[config.mk]
export PLATFORM = sky130hd
export DESIGN_NAME = hpte_group_search
export DESIGN_NICKNAME = d
export VERILOG_FILES = /design/src/rtl/hpte_pkg.sv /design/src/rtl/hpte_slot_match.sv /design/src/rtl/hpte_read_seq.sv /design/src/rtl/hpte_group_search.sv
export SDC_FILE = /design/constraint.sdc
export NUM_CORES = 1
export LEC_CHECK = 0
export ABC_AREA = 0
export BUFFER_PORTS_ARGS = -buffer_cell sky130_fd_sc_hd__buf_2
export CAP_MARGIN = 20
export CORE_UTILIZATION = 50
export CTS_BUF_LIST = sky130_fd_sc_hd__clkbuf_4 sky130_fd_sc_hd__clkbuf_8 sky130_fd_sc_hd__clkbuf_16
export DETAILED_ROUTE_END_ITERATION = 8
export GPL_TIMING_DRIVEN = 0
export PLACE_DENSITY = 0.86
export SLEW_MARGIN = 20
export SYNTH_ARGS = -nofsm -noshare
export SYNTH_HDL_FRONTEND = slang
export SYNTH_SLANG_ARGS = --single-unit
[constraint.sdc]
create_clock -name clk -period 4.45 [get_ports clk]
set_input_delay 0.89 -clock clk [delete_from_list [all_inputs] [get_ports clk]]
set_output_delay 0.89 -clock clk [all_outputs]
set_load 0.05 [all_outputs]
[src/rtl/hpte_pkg.sv]
package hpte_pkg;
    localparam int ENTRY_DW  = 64;
    localparam int VALID_POS = 0;
    localparam int SEC_POS   = 1;

    typedef enum logic [1:0] {
        ST_IDLE  = 2'd0,
        ST_SCAN  = 2'd1,
        ST_DRAIN = 2'd2
    } scan_state_e;
endpackage

[src/rtl/hpte_slot_match.sv]
module hpte_slot_match #(
    parameter int DW        = 64,
    parameter int FLAG_BITS = 7
) (
    input  logic [DW-1:0] ent_v,
    input  logic [DW-1:0] want_v,
    input  logic          want_sec,
    output logic          match
);
    import hpte_pkg::*;

    localparam logic [DW-1:0] TAG_MASK = {{(DW-FLAG_BITS){1'b1}}, {FLAG_BITS{1'b0}}};

    logic tag_eq;
    logic is_valid;
    logic sec_eq;

    always_comb begin
        tag_eq   = ((ent_v ^ want_v) & TAG_MASK) == '0;
        is_valid = ent_v[VALID_POS];
        sec_eq   = ent_v[SEC_POS] == want_sec;
        match    = tag_eq && is_valid && sec_eq;
    end
endmodule

[src/rtl/hpte_read_seq.sv]
module hpte_read_seq #(
    parameter int GRP_W  = 10,
    parameter int SLOTS  = 8,
    parameter int RD_LAT = 1,
    localparam int SLOT_W = $clog2(SLOTS),
    localparam int ADDR_W = GRP_W + SLOT_W
) (
    input  logic              clk,
    input  logic              rst_n,
    input  logic              launch,
    input  logic [GRP_W-1:0]  grp_in,
    input  logic              issue_en,
    input  logic              flush,
    output logic              rd_en,
    output logic [ADDR_W-1:0] rd_addr,
    output logic              issue_last,
    output logic              ret_valid,
    output logic [SLOT_W-1:0] ret_slot,
    output logic              ret_last
);
    localparam logic [SLOT_W-1:0] LAST_SLOT = SLOT_W'(SLOTS - 1);

    logic [GRP_W-1:0]  grp_q;
    logic [SLOT_W-1:0] issue_slot;
    logic              tag_vld  [RD_LAT];
    logic [SLOT_W-1:0] tag_slot [RD_LAT];

    always_ff @(posedge clk) begin
        if (!rst_n) begin
            grp_q      <= '0;
            issue_slot <= '0;
        end else if (launch) begin
            grp_q      <= grp_in;
            issue_slot <= '0;
        end else if (issue_en) begin
            issue_slot <= issue_slot + SLOT_W'(1);
        end
    end

    always_comb begin
        rd_en      = issue_en;
        rd_addr    = {grp_q, issue_slot};
        issue_last = issue_en && (issue_slot == LAST_SLOT);
    end

    // Tag pipeline that follows the memory latency so each returned word keeps its slot
    always_ff @(posedge clk) begin
        if (!rst_n) begin
            tag_vld[0]  <= 1'b0;
            tag_slot[0] <= '0;
        end else begin
            tag_vld[0]  <= issue_en && !flush;
            tag_slot[0] <= issue_slot;
        end
    end

    for (genvar s = 1; s < RD_LAT; s++) begin : g_tag_stage
        always_ff @(posedge clk) begin
            if (!rst_n) begin
                tag_vld[s]  <= 1'b0;
                tag_slot[s] <= '0;
            end else begin
                tag_vld[s]  <= tag_vld[s-1] && !flush;
                tag_slot[s] <= tag_slot[s-1];
            end
        end
    end

    always_comb begin
        ret_valid = tag_vld[RD_LAT-1];
        ret_slot  = tag_slot[RD_LAT-1];
        ret_last  = ret_valid && (ret_slot == LAST_SLOT);
    end
endmodule

[src/rtl/hpte_group_search.sv]
module hpte_group_search #(
    parameter int GRP_W     = 10,
    parameter int SLOTS     = 8,
    parameter int RD_LAT    = 1,
    parameter int DW        = 64,
    parameter int FLAG_BITS = 7,
    localparam int SLOT_W = $clog2(SLOTS),
    localparam int ADDR_W = GRP_W + SLOT_W
) (
    input  logic              clk,
    input  logic              rst_n,
    input  logic              start,
    input  logic [GRP_W-1:0]  grp_idx,
    input  logic [DW-1:0]     tgt_v,
    input  logic              use_sec,
    output logic              rd_en,
    output logic [ADDR_W-1:0] rd_addr,
    input  logic [DW-1:0]     rd_v,
    input  logic [DW-1:0]     rd_r,
    output logic              done,
    output logic              hit,
    output logic [SLOT_W-1:0] hit_slot,
    output logic [DW-1:0]     hit_r
);
    import hpte_pkg::*;

    scan_state_e       state_q;
    scan_state_e       state_d;
    logic [DW-1:0]     want_q;
    logic              sec_q;
    logic              launch;
    logic              issue_en;
    logic              issue_last;
    logic              ret_valid;
    logic [SLOT_W-1:0] ret_slot;
    logic              ret_last;
    logic              slot_match;
    logic              found;
    logic              finish;

    always_comb begin
        launch   = (state_q == ST_IDLE) && start;
        issue_en = (state_q == ST_SCAN);
        found    = ret_valid && slot_match;
        finish   = found || ret_last;
    end

    hpte_read_seq #(
        .GRP_W  (GRP_W),
        .SLOTS  (SLOTS),
        .RD_LAT (RD_LAT)
    ) u_seq (
        .clk        (clk),
        .rst_n      (rst_n),
        .launch     (launch),
        .grp_in     (grp_idx),
        .issue_en   (issue_en),
        .flush      (finish),
        .rd_en      (rd_en),
        .rd_addr    (rd_addr),
        .issue_last (issue_last),
        .ret_valid  (ret_valid),
        .ret_slot   (ret_slot),
        .ret_last   (ret_last)
    );

    hpte_slot_match #(
        .DW        (DW),
        .FLAG_BITS (FLAG_BITS)
    ) u_match (
        .ent_v    (rd_v),
        .want_v   (want_q),
        .want_sec (sec_q),
        .match    (slot_match)
    );

    always_ff @(posedge clk) begin
        if (!rst_n) begin
            want_q <= '0;
            sec_q  <= 1'b0;
        end else if (launch) begin
            want_q <= tgt_v;
            sec_q  <= use_sec;
        end
    end

    always_comb begin
        state_d = state_q;
        unique case (state_q)
            ST_IDLE:  if (start) state_d = ST_SCAN;
            ST_SCAN: begin
                if (finish)          state_d = ST_IDLE;
                else if (issue_last) state_d = ST_DRAIN;
            end
            ST_DRAIN: if (finish) state_d = ST_IDLE;
            default:  state_d = ST_IDLE;
        endcase
    end

    always_ff @(posedge clk) begin
        if (!rst_n) state_q <= ST_IDLE;
        else        state_q <= state_d;
    end

    always_ff @(posedge clk) begin
        if (!rst_n) begin
            done     <= 1'b0;
            hit      <= 1'b0;
            hit_slot <= '0;
            hit_r    <= '0;
        end else begin
            done <= finish;
            if (finish) begin
                hit      <= found;
                hit_slot <= found ? ret_slot : '0;
                hit_r    <= found ? rd_r : '0;
            end
        end
    end
endmodule

==> flow_summary.ini <==
[outcome]
status = finished clean

[clocking]
cts_tree = built
clock-root-buffer = clkbuf_16
numCtsBuffers = 17
clk_pin_slew_ns = 0.06
post_cts_buffers = 0
cts.htree.levels = 4
hold_buffers = 0
clockBufferDepth = 2
postCtsResizedCells = 0
clk_latency_ns = 0.42
clkSinkCount = 146

[final_layout]
final_common_cell = buf_2
insertedDiodeCount = 0
final_cell_mix = buf_2 (295), dfxtp_1 (146), nand2_1 (141)
nNetsFinal = 1244
drive_gt1_frac = 0.336
area_delta_synth_final_pct = 35.3

[routing]
wl_um = 20300
vias = 6587
drt-wirelength-per-cell_um = 16.7
drt-initial-drc-count = 418
route.antenna.remaining_nets = 0
vias_per_cell = 5.41
firstDrtPassIters = 5
drc = 0

[timing]
hold_slack_ns = 0.450
worst_pin_slew_ns = 0.673
finalSetupViolations = 0
layout_setup_ws_ns = 1.38
fmax_mhz = 326
slew_viol_final = 0
setup_tns_ns = 0
worst_clock_skew_ns = 0.00870
fin_crit_ns = 3.07
finalHoldViolations = 0
period_share = 0.690
grt_setup_unrepaired = false
slew_headroom = 0.551

[worst_setup_path]
cp.arrival_ns = 3.35
required_ns = 4.73
crit_top_cell = buf_2
crit_fanout = 10
start_kind = primary input
setup.worst_path.end_class = flop
slowest_stage = nor4_1
cpPeakStageDelay_ns = 0.57
crit_type = primary input to flop
path_cells = buf_2 > xnor2_1 > nand4_1 > nor4_1 > nand4_1 > buf_2 > buf_2 > o211ai_2 > a21oi_1

[global_route]
antenna_found_initial = 0
grt_use_met1 = 0.346
use_met3 = 0.101
globalRoute.busiestLayer = met2
grt_overflow = 0
use_met2 = 0.564
grt_max_degree = 17
grt_pass1_wl_um = 31800
grt_usage = 0.318
grt_pass1_vias = 6490

[placed_design]
place_congestion = 0.843
pre_cts_slack_ns = 1.24
port-buffer-count = 276
dp.final_hpwl_um = 15000

[job]
maxCapViolCount = 0

[yosys]
synth_nets = 949
synth_seq_cells = 146
synthCells = 741
synth_cell_type_count = 31
seq_area_frac_synth = 0.469
yosysWarnings = 0
synth_area_sq_um = 6230
syn_avg_cell_area_sq_um = 8.41

[floorplanning]
die_y_um = 114
dieArea_sq_um = 12900
initial_core_util = 0.516
io-pin-count = 289
core_area_sq_um = 12100
die_w_um = 114
fp-row-count = 40

[pwr]
power_frac_comb = 0.100
p_leak_uw = 0.00356
power_uw = 3140
pwr-share-clk = 0.461
p_int_uw = 2390
netSwitchingPower_uw = 746
p_sw_frac = 0.238
seqPwrFrac = 0.438
p_per_area_nw_per_um2 = 372
ir_drop_uv = 384

[min_path]
hp-class = flop to flop
-- flip-flops by register name (all words and copies together) (netlist names), 2 cells and up --
| register | cells |
|---|---|
| hit_r | 64 |
| hit_slot | 3 |
| state_q | 2 |
| u_seq.grp_q | 10 |
| u_seq.issue_slot | 3 |
| u_seq.tag_slot | 3 |
| want_q | 57 |
-- synthesized netlist by cell type --
cell type | number | area share
dfxtp_1 | 146 | 0.47
nand2_1 | 141 | 0.085
a21oi_1 | 138 | 0.11
nand3_1 | 68 | 0.055
o211ai_1 | 49 | 0.059
clkbuf_1 | 42 | 0.025
xnor2_1 | 34 | 0.048
buf_2 | 19 | 0.015
o211ai_2 | 18 | 0.036
xor2_1 | 15 | 0.021
inv_1 | 13 | 0.0078
nand4_1 | 10 | 0.010
nand2b_1 | 6 | 0.0060
nor4_1 | 6 | 0.0060
and2_1 | 4 | 0.0040
and4_1 | 4 | 0.0056
buf_4 | 4 | 0.0048
nor2_1 | 4 | 0.0024
o2111ai_1 | 4 | 0.0056
buf_6 | 2 | 0.0036
ha_1 | 2 | 0.0040
mux2i_1 | 2 | 0.0032
o22ai_1 | 2 | 0.0020
a2111oi_1 | 1 | 0.0016
a22o_1 | 1 | 0.0014
buf_1 | 1 | 0.00060
nor2b_1 | 1 | 0.0010
nor4_2 | 1 | 0.0020
o21ai_0 | 1 | 0.00080
o221ai_1 | 1 | 0.0014
o2bb2ai_1 | 1 | 0.0014
-- worst paths after layout --
path,startpoint,endpoint,cells after the start,slack (ns)
setup / recovery,rd_v[7],hit_r[49],9,1.38
hold / removal,u_seq.grp_q[5],u_seq.grp_q[5],2,0.45
setup reg to reg,want_q[7],hit_r[49],8,1.62
hold reg to reg,u_seq.grp_q[5],u_seq.grp_q[5],2,0.45
-- power groups by stage --
stage	clock network (uW)	registers (uW)	logic, uW
2_1_floorplan	0	1420	141
3_3_place_gp	0	1400	305
3_5_place_dp	0	1400	309
4_1_cts	1460	1370	314
5_1_grt	1520	1380	344
6_report	1450	1380	314
-- cell families (layout without fill, tap and decap cells) --
family,Yosys count,count (layout),share of synthesized area
multiplexers,2,2,0.00321
AND/OR/NAND/NOR,245,245,0.177
flip-flops,146,146,0.469
XOR/XNOR,49,49,0.0689
AO/OA/AOI/OAI,216,216,0.220
adder cells (fa/ha/maj),2,2,0.00402
buffers and inverters,81,389,0.0575
-- layout make-up --
| type | count | area, sq um |
|---|---|---|
| flip-flops and latches | 146 | 2920 |
| well taps | 168 | 210 |
| clock buffers | 25 | 510 |
| inverters | 13 | 48.8 |
| fillers | 992 | 3630 |
| repair buffers | 276 | 1380 |
| plain buffers | 68 | 309 |
| clock inverters | 7 | 98.8 |
| multi-input cells | 514 | 2950 |
-- worst max-delay path: cells and delay by family --
| kind | cells | cell delay, ns |
|---|---|---|
| simple gates | 3 | 1.20 |
| buf+inv | 3 | 0.66 |
| xor+xnor | 1 | 0.30 |
| compound gates | 2 | 0.30 |
-- routing by layer --
metal	routed length [um]	share of wire
met4	626	0.031
met1	7860	0.39
met5	0	0
met3	1800	0.089
met2	9990	0.49
-- through the flow --
stage | instance area, sq um | cells | util
finish | 8430 | 1217 | 0.699
CTS | 8430 | 1217 | 0.699
global placement | 7820 | 1185 | 0.648
global route | 8430 | 1217 | 0.699
detailed placement | 7820 | 1185 | 0.648
floorplan | 6230 | 741 | -
No activity file was read; power rests on OpenSTA's default activity.
